===== config.mk =====
export PLATFORM = sky130hd
export DESIGN_NAME = mem_lane_aligner
export DESIGN_NICKNAME = d
export VERILOG_FILES = /design/src/rtl/lsa_pkg.sv /design/src/rtl/lsa_decode.sv /design/src/rtl/lsa_lane_gen.sv /design/src/rtl/lsa_load_extract.sv /design/src/rtl/mem_lane_aligner.sv
export SDC_FILE = /design/constraint.sdc
export NUM_CORES = 1
export LEC_CHECK = 0
export BUFFER_PORTS_ARGS = -buffer_cell sky130_fd_sc_hd__buf_2
export CAP_MARGIN = 0
export CORE_ASPECT_RATIO = 0.7
export CORE_MARGIN = 2
export CORE_UTILIZATION = 55
export CTS_CLUSTER_DIAMETER = 40
export DETAILED_ROUTE_END_ITERATION = 8
export GPL_ROUTABILITY_DRIVEN = 0
export PLACE_DENSITY_LB_ADDON = 0.08
export SETUP_SLACK_MARGIN = 0.4
export SYNTH_ARGS = -nofsm -noshare
export SYNTH_HDL_FRONTEND = slang
export SYNTH_HIERARCHICAL = 1
export SYNTH_SLANG_ARGS = --single-unit

===== constraint.sdc =====
create_clock -name clk -period 13.9 [get_ports clk]
set_clock_uncertainty 0.15 [all_clocks]
set_input_delay 1.39 -clock clk [delete_from_list [all_inputs] [get_ports clk]]
set_output_delay 1.39 -clock clk [all_outputs]
set_load 0.02 [all_outputs]

===== src/rtl/lsa_pkg.sv =====
package lsa_pkg;
    localparam int XLEN   = 32;
    localparam int NBYTES = XLEN / 8;
    localparam int OFFW   = $clog2(NBYTES);
    localparam int IMMW   = 12;

    localparam logic [6:0] OPC_LOAD  = 7'b0000011;
    localparam logic [6:0] OPC_STORE = 7'b0100011;

    typedef enum logic [1:0] {
        SZ_BYTE = 2'd0,
        SZ_HALF = 2'd1,
        SZ_WORD = 2'd2
    } acc_size_e;

    typedef struct packed {
        logic            is_mem;
        logic            is_store;
        acc_size_e       size;
        logic            sign_ext;
        logic [4:0]      dest;
        logic [XLEN-1:0] imm;
    } mem_op_t;

    function automatic logic [XLEN-1:0] sext_imm(input logic [IMMW-1:0] v);
        return {{(XLEN-IMMW){v[IMMW-1]}}, v};
    endfunction

    function automatic logic is_misaligned(input acc_size_e sz, input logic [OFFW-1:0] off);
        case (sz)
            SZ_HALF: return off[0];
            SZ_WORD: return |off;
            default: return 1'b0;
        endcase
    endfunction
endpackage


===== src/rtl/lsa_decode.sv =====
module lsa_decode
    import lsa_pkg::*;
(
    input  logic [31:0] instr,
    output mem_op_t     op
);
    logic [6:0] opc;
    logic [2:0] f3;

    assign opc = instr[6:0];
    assign f3  = instr[14:12];

    always_comb begin
        op          = '0;
        op.size     = SZ_BYTE;
        if (opc == OPC_LOAD) begin
            op.imm  = sext_imm(instr[31:20]);
            op.dest = instr[11:7];
            case (f3)
                3'b000: begin op.is_mem = 1'b1; op.size = SZ_BYTE; op.sign_ext = 1'b1; end
                3'b001: begin op.is_mem = 1'b1; op.size = SZ_HALF; op.sign_ext = 1'b1; end
                3'b010: begin op.is_mem = 1'b1; op.size = SZ_WORD; op.sign_ext = 1'b0; end
                3'b100: begin op.is_mem = 1'b1; op.size = SZ_BYTE; op.sign_ext = 1'b0; end
                3'b101: begin op.is_mem = 1'b1; op.size = SZ_HALF; op.sign_ext = 1'b0; end
                default: op.is_mem = 1'b0;
            endcase
        end else if (opc == OPC_STORE) begin
            op.imm      = sext_imm({instr[31:25], instr[11:7]});
            op.is_store = 1'b1;
            case (f3)
                3'b000: begin op.is_mem = 1'b1; op.size = SZ_BYTE; end
                3'b001: begin op.is_mem = 1'b1; op.size = SZ_HALF; end
                3'b010: begin op.is_mem = 1'b1; op.size = SZ_WORD; end
                default: op.is_mem = 1'b0;
            endcase
        end
    end
endmodule


===== src/rtl/lsa_lane_gen.sv =====
module lsa_lane_gen
    import lsa_pkg::*;
(
    input  acc_size_e         size,
    input  logic [OFFW-1:0]   off,
    input  logic [XLEN-1:0]   src,
    output logic [NBYTES-1:0] byte_en,
    output logic [XLEN-1:0]   lane_data,
    output logic              misaligned
);
    assign misaligned = is_misaligned(size, off);

    for (genvar b = 0; b < NBYTES; b++) begin : g_lane
        logic hit;
        always_comb begin
            case (size)
                SZ_WORD: hit = 1'b1;
                SZ_HALF: hit = (b / 2) == int'(off[OFFW-1]);
                default: hit = b == int'(off);
            endcase
        end
        assign byte_en[b] = hit & ~misaligned;

        always_comb begin
            case (size)
                SZ_WORD: lane_data[8*b +: 8] = src[8*b +: 8];
                SZ_HALF: lane_data[8*b +: 8] = src[8*(b % 2) +: 8];
                default: lane_data[8*b +: 8] = src[7:0];
            endcase
        end
    end
endmodule


===== src/rtl/lsa_load_extract.sv =====
module lsa_load_extract
    import lsa_pkg::*;
(
    input  logic [XLEN-1:0] rdata,
    input  acc_size_e       size,
    input  logic            sign_ext,
    input  logic [OFFW-1:0] off,
    input  logic            enable,
    output logic [XLEN-1:0] value
);
    logic [XLEN-1:0] shifted;

    assign shifted = rdata >> {off, 3'b000};

    always_comb begin
        value = '0;
        if (enable) begin
            case (size)
                SZ_BYTE: value = {{(XLEN-8){sign_ext & shifted[7]}}, shifted[7:0]};
                SZ_HALF: value = {{(XLEN-16){sign_ext & shifted[15]}}, shifted[15:0]};
                default: value = rdata;
            endcase
        end
    end
endmodule


===== src/rtl/mem_lane_aligner.sv =====
module mem_lane_aligner
    import lsa_pkg::*;
(
    input  logic        clk,
    input  logic        rst,
    input  logic        in_valid,
    input  logic [31:0] instr,
    input  logic [31:0] rs1_val,
    input  logic [31:0] rs2_val,
    input  logic [31:0] mem_rdata,
    output logic        req_valid,
    output logic        req_write,
    output logic [31:0] req_addr,
    output logic [3:0]  req_byte_en,
    output logic [31:0] req_wdata,
    output logic        req_misaligned,
    output logic [4:0]  req_dest,
    output logic [31:0] load_value
);
    mem_op_t           op;
    logic [XLEN-1:0]   ea;
    logic [NBYTES-1:0] be_d;
    logic [XLEN-1:0]   wd_d;
    logic              mis_d;
    logic              accept;

    acc_size_e         size_q;
    logic              sign_q;
    logic [OFFW-1:0]   off_q;
    logic              held_ld_q;

    lsa_decode u_dec (.instr(instr), .op(op));

    assign ea     = rs1_val + op.imm;
    assign accept = in_valid & op.is_mem;

    lsa_lane_gen u_lanes (
        .size(op.size), .off(ea[OFFW-1:0]), .src(rs2_val),
        .byte_en(be_d), .lane_data(wd_d), .misaligned(mis_d)
    );

    always_ff @(posedge clk) begin
        if (rst) begin
            req_valid      <= 1'b0;
            req_write      <= 1'b0;
            req_addr       <= '0;
            req_byte_en    <= '0;
            req_wdata      <= '0;
            req_misaligned <= 1'b0;
            req_dest       <= '0;
            size_q         <= SZ_BYTE;
            sign_q         <= 1'b0;
            off_q          <= '0;
            held_ld_q      <= 1'b0;
        end else begin
            req_valid   <= accept;
            req_byte_en <= accept ? be_d : '0;
            if (accept) begin
                req_write      <= op.is_store;
                req_addr       <= ea;
                req_wdata      <= wd_d;
                req_misaligned <= mis_d;
                req_dest       <= op.dest;
                size_q         <= op.size;
                sign_q         <= op.sign_ext;
                off_q          <= ea[OFFW-1:0];
                held_ld_q      <= ~op.is_store;
            end
        end
    end

    lsa_load_extract u_ext (
        .rdata(mem_rdata), .size(size_q), .sign_ext(sign_q), .off(off_q),
        .enable(held_ld_q & ~req_misaligned), .value(load_value)
    );

    p_single_pulse_r2: assert property (@(posedge clk) disable iff (rst)
        !in_valid |=> !req_valid);

    p_idle_no_lanes_r1: assert property (@(posedge clk) disable iff (rst)
        !req_valid |-> req_byte_en == 4'b0000);

    p_misal_no_lanes_r9: assert property (@(posedge clk) disable iff (rst)
        (req_valid && req_misaligned) |-> req_byte_en == 4'b0000);

    p_mask_shape_r4: assert property (@(posedge clk) disable iff (rst)
        (req_valid && !req_misaligned) |->
            ($countones(req_byte_en) == 1 || req_byte_en == 4'b0011 ||
             req_byte_en == 4'b1100 || req_byte_en == 4'b1111));

    p_store_no_dest_r3: assert property (@(posedge clk) disable iff (rst)
        (req_valid && req_write) |-> req_dest == 5'd0);

    p_misal_zero_load_r9: assert property (@(posedge clk) disable iff (rst)
        (req_valid && req_misaligned) |-> load_value == 32'd0);
endmodule


Yosys cells after proc, flatten, opt, wreduce, memory -nomap -nowiden:

Index checks and enable logic that the tools add are counted.

* add/sub/neg operators: 1
* equality and inequality tests: 12
* shifts and indexed selects: 1
* multiplexer cells: 21
* bitwise gates (word level): 13
* reduce and logical (&&, ||, !) cells: 8

Operators with widths (number)
* 32-bit two-way mux: 3
* 32-bit one-hot mux with 2 select lines: 1
* 32-bit adder: 1
* 32-bit by 5-bit right shift with 16-bit output: 1
* 8-bit two-way mux: 2
* 8-bit one-hot mux with 2 select lines: 1
* 3-bit one-hot mux with 4 select lines: 1
* 1-bit one-hot mux with 2 select lines: 5
* 1-bit AND: 8
* 7-bit by 2-bit == test with 1-bit output (second input constant): 1
* 7-bit by 6-bit == test with 1-bit output (second input constant): 1
* 3-bit == test (second input constant): 2
* 6-bit two-way mux: 1
* 2-bit OR reduction: 3
* 1-bit inverter: 5
* 5-bit OR reduction: 1
* 2-bit by 1-bit == test with 1-bit output (second input constant): 2
* 2-bit == test (first input constant): 2
* 2-bit logical NOT: 2
* 1-bit two-way mux: 4
* 4-bit two-way mux: 1
* 2-bit one-hot mux with 2 select lines: 1
* 3-bit by 1-bit == test with 1-bit output (second input constant): 1
* 3-bit by 2-bit == test with 1-bit output (second input constant): 1
* other kinds (5): 5

* register bits after elaboration: 82
* input port bits: 131
* output and inout bits: 108
* word-level logic and storage cells: 67

Longest topological paths before layout:

* word-level depth: 9
* depth in mapped cells: 14
* depth with buffers taken out: 11

Hierarchy:

Netlist, hierarchy kept.

By module, submodules not included
* mem_lane_aligner: times used 1, cells each 583, area each 4575.6 um^2, seq. area each 1601.5 um^2
* lsa_load_extract: times used 1, cells each 127, area each 894.6 um^2, seq. area each 0.0 um^2
* lsa_lane_gen: times used 1, cells each 83, area each 514.2 um^2, seq. area each 0.0 um^2
* lsa_decode: times used 1, cells each 73, area each 498.0 um^2, seq. area each 0.0 um^2

Least setup slack after synthesis:

No wires, ideal clock.

* kind: in2reg
* start point: input port instr[3]
* end point: register req_addr[22]
* library setup time: 0.123 ns
* arrival: 5.049 ns
* required time: 13.627 ns
* slack: 8.578 ns
* cell stages on the path: 13
* buffers on the path: 4
* cells stage by stage: or2_1 > clkbuf_1 > buf_2 > nor3_1 > buf_4 > ha_1 > clkbuf_1 > a211oi_1 > o211ai_1 > a221o_1 > o21bai_2 > nor4b_1 > a311o_2

RTL lines
* from (decl): RTL line mem_lane_aligner.sv:7 `input logic [31:0] instr,`
* to (signal assigned): RTL line mem_lane_aligner.sv:46 `req_addr <= '0;`
* to (signal assigned): RTL line mem_lane_aligner.sv:60 `req_addr <= ea;`
* to (decl): RTL line mem_lane_aligner.sv:13 `output logic [31:0] req_addr,`

Worst setup path after layout:

* start point: register held_ld_q
* end point: output port load_value[13]

* word-level cells in the longest chain between the ends: 2

RTL lines
* from (decl): RTL line mem_lane_aligner.sv:30 `logic held_ld_q;`
* from (signal assigned): RTL line mem_lane_aligner.sv:67 `held_ld_q <= ~op.is_store;`
* 1-bit AND: RTL line mem_lane_aligner.sv:74 `.enable(held_ld_q & ~req_misaligned), .value(load_value)`
* 32-bit two-way mux: RTL line lsa_load_extract.sv:17 `if (enable) begin`
* to (decl): RTL line mem_lane_aligner.sv:18 `output logic [31:0] load_value`

Every way passes these cells.

==> results.json <==
{
  "status": "finished clean",
  "r2r-end": "req_addr[0]$_SDFFE_PP0P_",
  "synthCells": 866,
  "hold_viol": 0,
  "tns_ps": 0,
  "cts_setup_buffers": 0,
  "grt_pass1_vias": 5739,
  "core_sq_um": 11600,
  "grt_start_max_net_pins": 70,
  "maxCapViolations": 0,
  "fmax_mhz": 213,
  "ys_seq_elements": 80,
  "fin_nets": 1191,
  "post-place-cells": 1172,
  "die_h_um": 94.8,
  "post_cts_resized": 0,
  "tightest_slew_ps": 1300,
  "drive_above_1_share_pct": 30.6,
  "vias": 6662,
  "antenna_left": 0,
  "synth-edff-count": 0,
  "port_buffers": 233,
  "ys.flop_type": "dfxtp_1",
  "max_stage_delay_ps": 1010,
  "root_buffer": "clkbuf_16",
  "finalPower_w": 0.000553,
  "vdd_drop_max_uv": 59.1,
  "drt_wl_total_um": 19000,
  "hold_class": "reg2reg",
  "crit_type": "reg2out",
  "slew_headroom_pct": 12.9,
  "ys_seq_area_share_pct": 24.7,
  "clk_pin_slew_ps": 70,
  "setup_violations": 0,
  "avgSynthCellArea_sq_um": 7.49,
  "clk_latency_ps": 340,
  "track_usage_pct": 28.8,
  "cts_inserted_buffers": 9,
  "cp.arrival_ps": 3160,
  "first_iter_violations": 460,
  "die_width_um": 134,
  "start_kind": "register",
  "die_area_sq_um": 12700,
  "required_ps": 12360,
  "antenna_found_initial": 0,
  "diodes": 0,
  "setup.worst_path.start": "held_ld_q$_SDFFE_PP0P_",
  "pin_count": 239,
  "path_max_fanout": 18,
  "ys_warn_count": 6,
  "via_per_inst": 5.61,
  "p_leak_nw": 3.56,
  "worst_r2r_path_depth": 2,
  "synthArstFlopShare_pct": 0,
  "fin_crit_sh_pct": 33.8,
  "hpwlAfterDp_um": 13900,
  "drv_slew": 0,
  "rrSetupSlack_ps": 12450,
  "cp_cell_sequence": "nor2b_1 -> nand3b_2 -> nor3b_2 -> a31o_2 -> buf_2",
  "clockBufferDepth": 2,
  "grt_overflow": 0,
  "cts.sinks": 80,
  "critPathCaptureType": "output port",
  "syn_nets": 1031,
  "slowest_stage": "nor2b_1",
  "post-route-min-period_ps": 4700,
  "cts-htree-levels": 3,
  "netlist_area_sq_um": 6480,
  "grt_pass1_wl_um": 29500,
  "stdcell_count": 1188,
  "rsz0062_at_grt": "no",
  "wire_per_inst_um": 16.0,
  "synth_cell_types": 86,
  "syn_to_final_growth_pct": 18.3,
  "r2r-start": "req_addr[0]$_SDFFE_PP0P_",
  "crit_end": "load_value[13]",
  "drtPass1Iterations": 5,
  "start_util_pct": 55.9,
  "setup_slack_ps": 9200,
  "drc_errors": 0,
  "holdBufCountCts": 0,
  "power.density_nw_per_um2": 72.1,
  "post-place-ws_ps": 9160,
  "core.rowCount": 33,
  "cts_tree": "done"
}
[worst max-delay path: cells and delay by family, from the launching register on]
| kind | cells | cell delay (ps) |
|---|---|---|
| compound gates | 1 | 200 |
| buf+inv | 1 | 160 |
| flops | 1 | 340 |
| simple gates | 3 | 2110 |
[synth_stat cells (4+ instances only)]
master	number	share of area (%)
nor2b_1	4	0.39
and2_1	7	0.68
a211oi_1	9	1.0
a31oi_1	4	0.39
xor2_1	7	0.95
mux2i_1	15	2.3
o211ai_1	12	1.4
buf_4	30	3.5
dfxtp_1	80	25
inv_1	39	2.3
buf_1	5	0.29
nor3_1	19	1.5
ha_1	33	6.4
o221a_2	8	1.4
nor3_2	6	0.93
a31o_2	11	1.5
mux2_2	10	1.7
a21oi_1	88	6.8
xnor2_1	13	1.8
nor2_1	23	1.3
nor4b_1	5	0.68
nand4_1	7	0.68
buf_2	6	0.46
o21ai_0	56	4.3
a2bb2oi_1	7	0.95
a21o_1	11	1.3
nand3b_1	8	0.93
clkbuf_1	36	2.1
o21ai_1	5	0.39
buf_6	8	1.4
nand3_1	16	1.2
nand2_1	176	10
o21a_1	5	0.58
or3_1	5	0.48
and3_1	15	1.4
a22oi_1	9	1.0
[worst min path at each step]
stage | from | end | slack [ps] | cells after the start
floorplan | sign_q$_SDFFE_PP0P_ | sign_q$_SDFFE_PP0P_ | 300 | 2
global placement | req_addr[20]$_SDFFE_PP0P_ | req_addr[20]$_SDFFE_PP0P_ | 280 | 2
detailed placement | req_addr[18]$_SDFFE_PP0P_ | req_addr[18]$_SDFFE_PP0P_ | 290 | 2
CTS | req_addr[30]$_SDFFE_PP0P_ | req_addr[30]$_SDFFE_PP0P_ | 300 | 2
global route | req_addr[30]$_SDFFE_PP0P_ | req_addr[30]$_SDFFE_PP0P_ | 320 | 2
finish | req_addr[30]$_SDFFE_PP0P_ | req_addr[30]$_SDFFE_PP0P_ | 290 | 2
[report_power, final]
part / internal, W / total [W] / switching (W)
registers: 0.000230 / 0.000230 / 0.000000371
logic: 0.0000297 / 0.0000707 / 0.0000410
clock network: 0.000144 / 0.000252 / 0.000108
[layer usage]
metal  up-vias  track usage [%]  part of all wire (%)
met5         -                0                     0
met4         0             4.96                  0.55
li1       3372                -                     -
met3        11             6.60                   8.7
met1      3007             42.0                    48
met2       272             43.6                    43
[cell families (layout without fill, tap and decap cells)]
logic type | Yosys count | after routing | share of synthesized area (%)
AO/OA/AOI/OAI | 259 | 259 | 26.8
XOR/XNOR | 20 | 20 | 2.70
adder cells (fa/ha/maj) | 34 | 34 | 6.68
buffers and inverters | 129 | 294 | 10.6
flip-flops | 80 | 80 | 24.7
multiplexers | 26 | 26 | 4.46
AND/OR/NAND/NOR | 318 | 318 | 24.1
[sequential cells by signal (all words and copies together), names as in the netlist]
name	cells
req_dest	5
req_misaligned	1
sign_q	1
req_addr	32
held_ld_q	1
req_byte_en	4
size_q	2
req_wdata	32
req_valid	1
req_write	1
[layout by cell type, fill, tap and decap left out, drive strengths merged, types with 10 or more instances in the layout]
master  Yosys  final
o21ai      61     61
nand3      17     17
inv        39     44
mux2       10     10
a21oi      90     90
ha         33     33
nor2       25     25
xnor2      13     13
mux2i      15     15
nand2     176    176
buf        49    238
o211ai     12     12
dfxtp      80     80
a21o       12     12
nor3       25     25
a31o       11     11
and3       15     15
[area by class of cell]
| type | instances | area [sq um] |
|---|---|---|
| Clock buffer | 9 | 225 |
| Timing Repair Buffer | 238 | 1200 |
| Tap cell | 157 | 196 |
| Sequential cell | 80 | 1600 |
| Fill cell | 1077 | 3940 |
| Inverter | 40 | 150 |
| Multi-Input combinational cell | 657 | 4200 |
| Clock inverter | 7 | 86.3 |
[metrics by stage]
step                hold slack, ps  util [%]  cell area (sq um)
floorplan                      299         -               6480
global placement               282      63.4               7350
detailed placement             289      63.4               7350
CTS                            300      66.1               7670
global route                   318      66.1               7670
finish                         295      66.1               7670
Note: power is estimated with default switching activity, not from simulation.
